<file path="config.mk">
export PLATFORM = sky130hd
export DESIGN_NAME = spad_alu
export DESIGN_NICKNAME = d
export VERILOG_FILES = /design/src/rtl/spad_pkg.sv /design/src/rtl/spad_regfile.sv /design/src/rtl/spad_exec.sv /design/src/rtl/spad_alu.sv
export SDC_FILE = /design/constraint.sdc
export NUM_CORES = 1
export LEC_CHECK = 0
export BUFFER_PORTS_ARGS = -buffer_cell sky130_fd_sc_hd__buf_2
export CAP_MARGIN = 5
export CELL_PAD_IN_SITES_DETAIL_PLACEMENT = 1
export CELL_PAD_IN_SITES_GLOBAL_PLACEMENT = 1
export CORE_MARGIN = 3
export CORE_UTILIZATION = 51
export CTS_BUF_LIST = sky130_fd_sc_hd__clkbuf_16
export DETAILED_ROUTE_END_ITERATION = 12
export GPL_TIMING_DRIVEN = 0
export PLACE_DENSITY_LB_ADDON = 0.1
export SLEW_MARGIN = 10
export SYNTH_ARGS = -nofsm -noshare
export SYNTH_HDL_FRONTEND = slang
export SYNTH_SLANG_ARGS = --single-unit
export TNS_END_PERCENT = 100
</file>
<file path="constraint.sdc">
create_clock -name clk -period 14.8 [get_ports clk]
set_input_delay 0.74 -clock clk [delete_from_list [all_inputs] [get_ports clk]]
set_output_delay 0.74 -clock clk [all_outputs]
set_load 0.01 [all_outputs]
</file>
<file path="src/rtl/spad_pkg.sv">
package spad_pkg;

  typedef enum logic [3:0] {
    OP_NOP  = 4'd0,
    OP_ADD  = 4'd1,
    OP_SUB  = 4'd2,
    OP_MOV  = 4'd3,
    OP_AND  = 4'd4,
    OP_OR   = 4'd5,
    OP_EQV  = 4'd6,
    OP_CLR  = 4'd7,
    OP_INC  = 4'd8,
    OP_DEC  = 4'd9,
    OP_COM  = 4'd10,
    OP_LDPN = 4'd11,
    OP_LDEX = 4'd12,
    OP_LDIN = 4'd13,
    OP_LDTB = 4'd14,
    OP_RSV  = 4'd15
  } op_e;

  typedef enum logic [1:0] {
    SH_NONE = 2'd0,
    SH_L    = 2'd1,
    SH_R    = 2'd2,
    SH_RR   = 2'd3
  } shift_e;

  function automatic logic op_is_load(op_e op);
    return (op == OP_LDPN) || (op == OP_LDEX) || (op == OP_LDIN) || (op == OP_LDTB);
  endfunction

endpackage

</file>
<file path="src/rtl/spad_regfile.sv">
module spad_regfile #(
  parameter int DW   = 16,
  parameter int NREG = 16,
  localparam int AW  = $clog2(NREG)
) (
  input  logic          clk,
  input  logic          rst_n,
  input  logic          we,
  input  logic [AW-1:0] wa,
  input  logic [DW-1:0] wd,
  input  logic [AW-1:0] ra_d,
  input  logic [AW-1:0] ra_s,
  output logic [DW-1:0] rd_d,
  output logic [DW-1:0] rd_s
);

  logic [DW-1:0] regs [NREG];

  for (genvar g = 0; g < NREG; g++) begin : g_reg
    always_ff @(posedge clk or negedge rst_n) begin
      if (!rst_n)
        regs[g] <= '0;
      else if (we && (wa == AW'(g)))
        regs[g] <= wd;
    end
  end

  assign rd_d = regs[ra_d];
  assign rd_s = regs[ra_s];

endmodule

</file>
<file path="src/rtl/spad_exec.sv">
module spad_exec
  import spad_pkg::*;
#(
  parameter int DW   = 16,
  parameter int EW   = 10,
  parameter int MW   = 28,
  parameter int TW   = 7,
  localparam int BRW = $clog2(DW)
) (
  input  op_e            op,
  input  shift_e         shf,
  input  logic           brev,
  input  logic [BRW-1:0] brev_sh,
  input  logic [DW-1:0]  d_val,
  input  logic [DW-1:0]  s_val,
  input  logic [DW-1:0]  panel,
  input  logic [EW-1:0]  expo,
  input  logic [MW-1:0]  man,
  output logic [DW-1:0]  fn,
  output logic           carry,
  output logic [DW-1:0]  wdata
);

  function automatic logic [DW-1:0] bit_rev(logic [DW-1:0] v);
    logic [DW-1:0] r;
    for (int i = 0; i < DW; i++) r[i] = v[DW-1-i];
    return r;
  endfunction

  // Carry-out of an unsigned DW-bit sum.
  function automatic logic sum_cy(logic [DW-1:0] a, logic [DW-1:0] b, logic cin);
    logic [DW:0] t;
    t = {1'b0, a} + {1'b0, b} + {{DW{1'b0}}, cin};
    return t[DW];
  endfunction

  // Integer value of a biased exponent field.
  function automatic logic [DW-1:0] exp_to_int(logic [EW-1:0] e);
    return {{(DW-EW+1){~e[EW-1]}}, e[EW-2:0]};
  endfunction

  logic [DW-1:0] s_op;
  logic [DW-1:0] alu_r;
  logic          alu_c;
  logic [DW-1:0] ld_val;

  assign s_op = brev ? (bit_rev(s_val) >> brev_sh) : s_val;

  always_comb begin
    alu_r = '0;
    alu_c = 1'b0;
    unique case (op)
      OP_ADD:  begin alu_r = d_val + s_op;    alu_c = sum_cy(d_val, s_op, 1'b0); end
      OP_SUB:  begin alu_r = d_val - s_op;    alu_c = sum_cy(d_val, ~s_op, 1'b1); end
      OP_MOV:  begin alu_r = s_op;            alu_c = sum_cy(d_val, s_op, 1'b0); end
      OP_AND:  begin alu_r = d_val & s_op;    alu_c = sum_cy(d_val & s_op, d_val, 1'b0); end
      OP_OR:   begin alu_r = d_val | s_op;    alu_c = 1'b0; end
      OP_EQV:  begin alu_r = ~(d_val ^ s_op); alu_c = sum_cy(d_val, s_op, 1'b0); end
      OP_CLR:  begin alu_r = '0;              alu_c = d_val[DW-1]; end
      OP_INC:  begin alu_r = d_val + 1'b1;    alu_c = &d_val; end
      OP_DEC:  begin alu_r = d_val - 1'b1;    alu_c = |d_val; end
      OP_COM:  begin alu_r = ~d_val;          alu_c = 1'b0; end
      OP_LDPN, OP_LDEX, OP_LDIN, OP_LDTB:
               begin alu_r = d_val;           alu_c = 1'b1; end
      default: begin alu_r = '0;              alu_c = 1'b0; end
    endcase
  end

  always_comb begin
    fn    = alu_r;
    carry = alu_c;
    if (!op_is_load(op)) begin
      unique case (shf)
        SH_L:    begin fn = {alu_r[DW-2:0], 1'b0}; carry = alu_r[DW-1]; end
        SH_R:    begin fn = {1'b0, alu_r[DW-1:1]}; carry = alu_r[0]; end
        SH_RR:   begin fn = {2'b00, alu_r[DW-1:2]}; carry = alu_r[1]; end
        default: begin fn = alu_r; carry = alu_c; end
      endcase
    end
  end

  always_comb begin
    unique case (op)
      OP_LDPN: ld_val = panel;
      OP_LDEX: ld_val = exp_to_int(expo);
      OP_LDIN: ld_val = man[DW-1:0];
      OP_LDTB: ld_val = {{(DW-TW){1'b0}}, man[MW-3 -: TW]};
      default: ld_val = '0;
    endcase
  end

  assign wdata = op_is_load(op) ? ld_val : fn;

endmodule

</file>
<file path="src/rtl/spad_alu.sv">
module spad_alu
  import spad_pkg::*;
#(
  parameter int DW   = 16,
  parameter int NREG = 16,
  parameter int EW   = 10,
  parameter int MW   = 28,
  parameter int TW   = 7,
  localparam int AW  = $clog2(NREG),
  localparam int BRW = $clog2(DW)
) (
  input  logic           clk,
  input  logic           rst_n,
  input  logic [3:0]     op_in,
  input  logic [AW-1:0]  src_in,
  input  logic [AW-1:0]  dst_in,
  input  logic [1:0]     shift_in,
  input  logic           noload_in,
  input  logic           brev_in,
  input  logic [BRW-1:0] brev_sh_in,
  input  logic [DW-1:0]  panel_in,
  input  logic [EW-1:0]  exp_in,
  input  logic [MW-1:0]  man_in,
  output logic [DW-1:0]  fn_out,
  output logic           flag_n,
  output logic           flag_z,
  output logic           flag_c
);

  op_e            cur_op;
  logic           is_cur;
  logic           wr_en;

  op_e            last_op;
  logic [AW-1:0]  last_src, last_dst;
  shift_e         last_sh;
  logic           last_br;
  logic [BRW-1:0] last_bs;

  op_e            eff_op;
  logic [AW-1:0]  eff_src, eff_dst;
  shift_e         eff_sh;
  logic           eff_br;
  logic [BRW-1:0] eff_bs;

  logic [DW-1:0]  d_val, s_val, fn, wdata;
  logic           carry;

  assign cur_op = op_e'(op_in);
  assign is_cur = (cur_op != OP_NOP);

  // Idle cycles replay the stored operation on the current register values.
  assign eff_op  = is_cur ? cur_op             : last_op;
  assign eff_src = is_cur ? src_in             : last_src;
  assign eff_dst = is_cur ? dst_in             : last_dst;
  assign eff_sh  = is_cur ? shift_e'(shift_in) : last_sh;
  assign eff_br  = is_cur ? brev_in            : last_br;
  assign eff_bs  = is_cur ? brev_sh_in         : last_bs;

  assign wr_en = is_cur && (op_is_load(cur_op) || !noload_in);

  spad_regfile #(.DW(DW), .NREG(NREG)) u_rf (
    .clk  (clk),
    .rst_n(rst_n),
    .we   (wr_en),
    .wa   (dst_in),
    .wd   (wdata),
    .ra_d (eff_dst),
    .ra_s (eff_src),
    .rd_d (d_val),
    .rd_s (s_val)
  );

  spad_exec #(.DW(DW), .EW(EW), .MW(MW), .TW(TW)) u_exec (
    .op     (eff_op),
    .shf    (eff_sh),
    .brev   (eff_br),
    .brev_sh(eff_bs),
    .d_val  (d_val),
    .s_val  (s_val),
    .panel  (panel_in),
    .expo   (exp_in),
    .man    (man_in),
    .fn     (fn),
    .carry  (carry),
    .wdata  (wdata)
  );

  always_ff @(posedge clk or negedge rst_n) begin
    if (!rst_n) begin
      last_op  <= OP_NOP;
      last_src <= '0;
      last_dst <= '0;
      last_sh  <= SH_NONE;
      last_br  <= 1'b0;
      last_bs  <= '0;
      flag_n   <= 1'b0;
      flag_z   <= 1'b0;
      flag_c   <= 1'b0;
    end else if (is_cur) begin
      last_op  <= cur_op;
      last_src <= src_in;
      last_dst <= dst_in;
      last_sh  <= shift_e'(shift_in);
      last_br  <= brev_in;
      last_bs  <= brev_sh_in;
      flag_n   <= fn[DW-1];
      flag_z   <= (fn == '0);
      flag_c   <= carry;
    end
  end

  assign fn_out = fn;

endmodule

</file>
Word level (Yosys, flattened, before mapping)
Index checks and enable logic that the tools add are counted.
{"block": "totals", "in_bits": 76, "out_inout_bits": 19, "ff_bits": 278}
{"block": "op_classes", "shift": 1, "reduce_logical": 32, "add_sub_neg": 8, "n_eq_ne": 36, "order_cmp": 2, "mux": 21, "bitwise_logic": 9}
{"op": "$pmux 16 s10", "n": 1}
{"op": "$bmux 16 s4", "n": 2}
{"op": "$mux 16", "n": 7}
{"op": "$eq 4x4->1 const B", "n": 19}
{"op": "$pmux 16 s4", "n": 1}
{"op": "$add 16x16->17", "n": 3}
{"op": "$not 16->16", "n": 3}
{"op": "$pmux 16 s3", "n": 1}
{"op": "$eq 4x3->1 const B", "n": 8}
{"op": "$add 17x1->17 const B", "n": 1}
{"op": "$logic_and 1x1->1", "n": 17}
{"op": "$add 16x1->16 const B", "n": 1}
{"op": "$add 16x16->16", "n": 1}
{"op": "$and 16x16->16", "n": 1}
{"op": "$eq 4x2->1 const B", "n": 4}
{"op": "$logic_not 16->1", "n": 1}
{"op": "$mux 4", "n": 4}
{"op": "$or 16x16->16", "n": 1}
{"op": "$reduce_and 16->1", "n": 1}
{"op": "$reduce_or 16->1", "n": 1}
{"op": "$shr 16x4->16", "n": 1}
{"op": "$sub 16x1->16 const B", "n": 1}
{"op": "$sub 16x16->16", "n": 1}
{"op": "$xor 16x16->16", "n": 1}
{"op": "other kinds (16)", "n": 27}

Logic depth before layout (Yosys ltp)
Gate-level depths: netlist (run 1).
{"block": "logic_depth", "ltp_word": 14, "depth_mapped": 38}

Modules after synthesis
Synthesis (run 1) repeated with hierarchy kept, for this count alone.
{"block": "unflattened", "cells_unflattened": 1739, "area_unflattened_um2": 19736.4}
{"mod": "spad_regfile", "cells_each": 848, "n_inst": 1, "area_each_um2": 13304.0}
{"mod": "spad_exec", "cells_each": 830, "n_inst": 1, "area_each_um2": 5537.8}
{"mod": "spad_alu", "cells_each": 61, "n_inst": 1, "area_each_um2": 894.6}

Worst setup path before layout (run 1)
No wires, ideal clock.
{"block": "synth_timing", "path_kind": "input to output", "startpoint": "in op_in[3]", "endpoint": "out fn_out[15]", "n_path_buf": 5, "cell_stages": 30, "arrival_time_ns": 7.762, "slack_ns": 6.298, "t_required_ns": 14.060, "cell_sequence": "buf_6 -> nor4_4 -> clkbuf_1 -> buf_1 -> mux2i_1 -> clkbuf_1 -> clkbuf_1 -> nor3_1 -> o31ai_1 -> o211a_1 -> inv_1 -> nor3_2 -> nand3_1 -> or3_1 -> nor3_1 -> inv_1 -> a31oi_1 -> o22ai_1 -> ha_1 -> or3_1 -> o31ai_1 -> o21ai_0 -> a2111o_1 -> o211ai_1 -> o211ai_1 -> mux2_1 -> and4_1 -> a21bo_2 -> a21boi_1 -> inv_1"}
{"block": "synth_via", "elab_chain_len": 13, "elab_cells_between_ends": 49, "cone_classes": "add/sub (4); eq/ne (16); shift (1); mux (16); bitwise (7); reduce/logical (5)"}
{"element": "start: declaration", "line": "spad_alu.sv:14", "source": "input logic [3:0] op_in,"}
{"element": "branches (longest 12 deep; another with $sub 16x16->16)"}
{"element": "$mux 16 (*)", "line": "spad_exec.sv:72", "source": "if (!op_is_load(op)) begin"}
{"element": "end: declaration", "line": "spad_alu.sv:24", "source": "output logic [DW-1:0] fn_out,"}
Mark *: on every way between the ends. The select of a mux whose other input is x is not followed.

Worst setup path after layout (run 1)
{"block": "layout_timing", "startpoint": "in op_in[2]", "endpoint": "out fn_out[15]"}
Same word-level chain as after synthesis.

==> results.txt, run 1 <==
main combinational cell family by area after synthesis - compound AO/OA/AOI/OAI gates
most frequent CP cell - inv_1
critical path required time - 14.06 ns
Worst Setup End Kind - primary output
largest cells by area after synthesis - dfrtp_1 33%, nand2_1 8.8%, mux2_2 5.9%
synthesized flop and latch total - 278
I/O pin cnt - 95
Crit path arrival time - 12.33 ns
Cell Int Power - 1.999 mW
post-synthesis sequential area ratio - 33.10%
Clk pin slew, worst setup/hold paths - 0.06 ns
Post-Synth XOR/XNOR Area - 1.208%
port buffer count - 82
starting density of the core - 52.30%
CTS tree - built
CTS H-tree depth - 2
aggregate global routing overflow - 0
Fin Setup TNS - 0 ns
Period minus WS final - 13.07 ns
clock buffer count from CTS - 35
Comb pwr share - 41.7%
Slew Limit Fails - 0
Tot GR Track Use - 50.63%
Synth Area in Simple Gates - 17.44%
Clk pwr share - 23.8%
fmax - 0.07650 GHz
Synth cell types - 100
Post-CTS Setup Bufs - 0
worst min path class - in2async
clock buffer depth - 3
commonest non-fill, non-tap cell in the layout - nand2_1
syn nets - 2661
EDFF count, synth - 0
worst skew pair latency - 0.56 ns
cell depth of the worst setup path - 32
Core Footprint - 0.04019 sq mm
CP startpoint kind - input port
via count - 23855
Final Hold Vio Count - 0
Sw Ratio - 44.22%
1st-iter DRT viols - 3055
RSZ-0062 raised after global routing - no
DR WL/cell - 35.70 microns
final layout net count - 2796
pwr/cell area - 153.0 mW/mm^2
final period utilization - 88.32%
Layout fillers - 4867
Max IR drop VDD - 0.1263 mV
DIE WIDTH - 209.0 microns
critical path class - in2out
RePlAce Congestion - 1.076
slowest CP cell - nor4_4
failing checks - capacitance limit
antenna violations before repair - 3
Post-Syn Instances - 2510
normalized max-slew margin - 0.3124%
clk_skew - 0.02961 ns
post-synthesis cell area - 0.02102 sq mm
post-synth top area share - 33.10%
routed wire length - 114000 microns
Seq. cell area - 0.006957 sq mm
Top delay family on crit path - compound AO/OA/AOI/OAI gates
Post-CTS Resized - 0
vias in the first global route - 24567
compound-cell area share of the yosys netlist - 24.30%
# rows - 73
Synth async-reset ratio - 100.0%
r2r worst-path depth - 31
Hold Slack - 0.1418 ns
area leader, netlist - dfrtp_1
Synth Flop Type - dfrtp_1
share of layout cells above drive strength 1 - 14.28%
max_cap viols - 1
first-pass GRT wire length - 164300 microns
Static Leakage - 10.06 nW
Antenna diodes - 0
mux contribution to synthesized area - 13.19%
Vias per Instance - 7.469
CP Buf/Inv Count - 9
highest-count cells in the layout ignoring fill and taps - 494 x nand2_1, 278 x dfrtp_1, 159 x o21ai_0
sequential share of power - 34.5%
Area growth syn-to-layout - 11.46%
clock root buffer master - clkbuf_16
Sink Count - 278
area of the multi-input gates - 0.01281 sq mm
Mean Syn Cell Area - 8.374 sq um
drt first pass iters - 6
post-synthesis adder-cell area fraction - 4.500%
total power draw - 3.584 mW
final setup vio count - 0
crit-path max FO - 10
ANT nets after route - 0
Yosys warning total - 0
CP peak stage delay - 1.14 ns
hold_buf cts - 0
net switching power - 1.585 mW
die area - 0.04369 sq mm
# DRC - 0
Worst-Margin Slew - 1.495 ns
final HPWL from detailed placement - 81650 microns
largest net degree at the start of global routing - 105
DIE HEIGHT - 209.0 microns
status - finished, violations left
-- power by group through the flow --
stage | logic [mW] | registers [mW] | clock network, mW
floorplan | 0.924 | 1.13 | 0
global placement | 1.32 | 1.20 | 0
detailed placement | 1.40 | 1.22 | 0
CTS | 1.42 | 1.21 | 0.842
global route | 1.58 | 1.25 | 0.875
finish | 1.49 | 1.24 | 0.854
-- area by class of cell --
class,instances,area share [%]
clock inverter,25,0.7797
tap,525,2.804
clock buffer,36,3.845
multi-input combinational,1918,54.68
buffer,192,3.669
sequential,278,29.69
inverter,122,1.965
timing repair buffer,98,2.558
-- flip-flops by register name, indices dropped and copies added, names as in the netlist --
name,flops
u_rf.regs,256
last_bs,4
last_dst,4
last_op,4
last_src,4
last_sh,2
flag_c,1
flag_n,1
flag_z,1
last_br,1
-- path summary, 6_finish.rpt --
check	start	to	slack (ns)
max	op_in[2]	fn_out[15]	1.73
min	rst_n	u_rf.regs[125]	0.14
max reg2reg	last_src[1]	u_rf.regs[45]	3.23
min reg2reg	u_rf.regs[48]	u_rf.regs[48]	0.49
max in group asynchronous	rst_n	u_rf.regs[46]	13.62
min in group clk	u_rf.regs[48]	u_rf.regs[48]	0.49
-- layer usage --
layer	vias to the layer above	GRT usage, %	wire, microns
li1	9494	-	-
met1	11606	58.45	38500
met5	-	0	13
met4	2	41.69	12090
met2	2007	75.51	47870
met3	746	17.97	15560
-- logic make-up after synthesis --
| kind of cell | count (synthesis) |
|---|---|
| compound gates | 736 |
| xor+xnor | 29 |
| fa+ha+maj | 75 |
| buf+inv | 314 |
| flops | 278 |
| mux | 234 |
| simple gates | 844 |
-- worst register-to-register path, delay by kind of cell, from the launching register on --
family,cells,cell delay (ns)
buf+inv,6,3.00
fa+ha+maj,1,0.31
flops,1,0.39
xor+xnor,1,0.13
compound gates,14,5.09
simple gates,9,2.49
-- cell usage after synthesis, types with 25 or more instances --
cell,n
a2111oi_0,35
a211oi_1,116
a21oi_1,90
a22oi_1,30
a311oi_1,41
buf_2,25
clkbuf_1,132
dfrtp_1,278
ha_1,74
inv_1,112
mux2_2,111
mux2i_1,98
nand2_1,494
nand3_1,67
nor2_1,130
nor3_1,30
o21ai_0,163
o21ai_1,33
o22ai_1,33
-- per-stage QoR --
| step | util [%] | instance area [sq um] | setup slack [ns] | cells |
|---|---|---|---|---|
| final | 58.29 | 23430 | 1.728 | 3194 |
| after global routing | 58.29 | 23430 | 1.570 | 3194 |
| after CTS | 58.27 | 23420 | 2.243 | 3194 |
| after detailed placement | 55.57 | 22330 | 2.359 | 3133 |
| after global placement | 54.96 | 22090 | 2.520 | 3117 |
| after floorplan | - | 21020 | 6.298 | 2510 |
Note: power is estimated with default switching activity, not from simulation.
==> inputs of run 2 (changes only) <==
--- a/config.mk
+++ b/config.mk
@@ -10,7 +10,7 @@
 export CELL_PAD_IN_SITES_DETAIL_PLACEMENT = 1
 export CELL_PAD_IN_SITES_GLOBAL_PLACEMENT = 1
 export CORE_MARGIN = 3
-export CORE_UTILIZATION = 51
+export CORE_UTILIZATION = 45
 export CTS_BUF_LIST = sky130_fd_sc_hd__clkbuf_16
 export DETAILED_ROUTE_END_ITERATION = 12
 export GPL_TIMING_DRIVEN = 0
==> results.txt, run 2 (same netlist as run 1, synthesis figures left out) <==
Slew Limit Fails - 0 (unchanged)
clock buffer depth - 3 (unchanged)
hold_buf cts - 0 (unchanged)
critical path class - in2out
Core Footprint - 0.04577 sq mm (+14%)
Final Hold Vio Count - 0 (unchanged)
Biggest register - u_rf.regs
1st-iter DRT viols - 2950 (-3.4%)
Worst-Margin Slew - 1.435 ns (-0.06031 ns)
Sink Count - 278 (unchanged)
final layout net count - 2795 (-0.036%)
DR WL/cell - 34.95 microns (-2.1%)
share of layout cells above drive strength 1 - 14.25% (-0.021 points)
max reg flops - 256 (unchanged)
crit-path max FO - 10 (unchanged)
sequential share of power - 34.6% (about the same)
final period utilization - 88.57% (+0.25 points)
Top delay family on crit path - buffers and inverters
via count - 23158 (-2.9%)
Static Leakage - 10.05 nW (about the same)
CP Buf/Inv Count - 9 (unchanged)
DIE HEIGHT - 222.1 microns (+6.3%)
Post-CTS Setup Bufs - 0 (unchanged)
normalized max-slew margin - 4.333% (+4.0 points)
worst skew pair latency - 0.54 ns (-0.02 ns)
vias in the first global route - 23193 (-5.6%)
I/O pin cnt - 95 (unchanged)
Clk pin slew, worst setup/hold paths - 0.06 ns (about the same)
Post-CTS Resized - 0 (unchanged)
Cell Int Power - 1.987 mW (-0.61%)
status - finished, final reports clean
RSZ-0062 raised after global routing - no
net switching power - 1.537 mW (-3.0%)
# rows - 78 (+6.8%)
max_cap viols - 0 (-1)
commonest non-fill, non-tap cell in the layout - nand2_1
area of the multi-input gates - 0.01283 sq mm (+0.15%)
Crit path arrival time - 12.37 ns (+0.04 ns)
final core area utilization - 51.35% (-6.9 points)
clk_skew - 0.01471 ns (-0.01489 ns)
final setup vio count - 0 (unchanged)
Area growth syn-to-layout - 11.83%
Layout fillers - 5559 (+14%)
RePlAce Congestion - 1.000 (-7.0%)
die area - 0.04934 sq mm (+13%)
routed wire length - 114200 microns (+0.15%)
slowest CP cell - mux2i_1
worst min path class - in2async
starting density of the core - 45.92% (-6.4 points)
Max IR drop VDD - 0.1120 mV (-11%)
Vias per Instance - 7.086 (-5.1%)
Clk pwr share - 23.5% (-0.3 points)
Seq. cell area - 0.006957 sq mm (unchanged)
fmax - 0.07629 GHz (-0.28%)
CTS tree - built
final HPWL from detailed placement - 83350 microns (+2.1%)
clock buffer count from CTS - 35 (unchanged)
# DRC - 0 (unchanged)
ANT nets after route - 0 (unchanged)
Worst Setup End Kind - primary output
Period minus WS final - 13.11 ns (+0.03631 ns)
CTS H-tree depth - 2 (unchanged)
Setup WS pre-CTS - 2.237 ns (-0.1223 ns)
Fin Setup TNS - 0 ns (unchanged)
first-pass GRT wire length - 162600 microns (-1.1%)
Tot GR Track Use - 44.95% (-5.7 points)
aggregate global routing overflow - 0 (unchanged)
Hold Slack - 0.1995 ns (+0.05768 ns)
clock root buffer master - clkbuf_16
largest net degree at the start of global routing - 99 (-5.7%)
CP peak stage delay - 1.16 ns (+0.02 ns)
DIE WIDTH - 222.1 microns (+6.3%)
port buffer count - 82 (unchanged)
critical path required time - 14.06 ns (about the same)
CP startpoint kind - input port
Comb pwr share - 41.9% (+0.2 points)
Sw Ratio - 43.62% (-0.59 points)
most frequent CP cell - inv_1
highest-count cells in the layout ignoring fill and taps - 494 x nand2_1, 278 x dfrtp_1, 159 x o21ai_0
drt first pass iters - 6 (unchanged)
antenna violations before repair - 5 (+2)
pwr/cell area - 149.9 mW/mm^2 (-2.0%)
final setup margin - 1.692 ns (-0.03631 ns)
-- run 2: changes by cell type in the layout (fill, tap and decap cells not counted), sizes merged --
cell      previous run  this run
buf                158       157
clkbuf             168       167
inv                125       128
diode                0         2
clkinv              18        13
clkinvlp             2         3
-- run 2: worst paths after layout --
path,from,end,slack [ns],depth (start not counted)
setup / recovery,op_in[2],fn_out[15],1.69,32
hold / removal,rst_n,last_sh[0],0.20,1
setup reg to reg,last_src[0],u_rf.regs[205],3.82,30
hold reg to reg,u_rf.regs[51],u_rf.regs[51],0.49,2
max in group asynchronous,rst_n,u_rf.regs[226],13.14,3
min in group clk,u_rf.regs[51],u_rf.regs[51],0.49,2
-- run 2: layer usage --
layer	vias to the layer above	wire length (microns)	global-route usage, %
met5	-	30	0
met4	4	10550	34.01
met3	549	12530	12.21
met2	1616	49160	67.54
met1	11524	41940	55.03
li1	9465	-	-
-- run 2: layout make-up --
class,instances,area share (%)
Antenna cell,2,0.02129
Buffer,192,3.652
Clock buffer,35,3.726
Clock inverter,24,0.7186
Inverter,122,1.959
Multi-Input combinational cell,1918,54.58
Sequential cell,278,29.60
Tap cell,600,3.194
Timing Repair Buffer,97,2.550
-- run 2: stage by stage --
step	cell area (sq um)	instances	power (mW)
floorplan	21020	2510	2.056
global placement	22180	3192	2.552
detailed placement	22430	3207	2.630
CTS	23470	3266	3.454
global route	23500	3266	3.679
finish	23510	3268	3.524
-- run 2: power by group through the flow --
stage	logic (mW)	registers, mW	clock network, mW
after floorplan	0.924	1.13	0
after global placement	1.35	1.20	0
after detailed placement	1.42	1.21	0
after CTS	1.43	1.20	0.824
after global routing	1.58	1.24	0.860
final	1.48	1.22	0.828
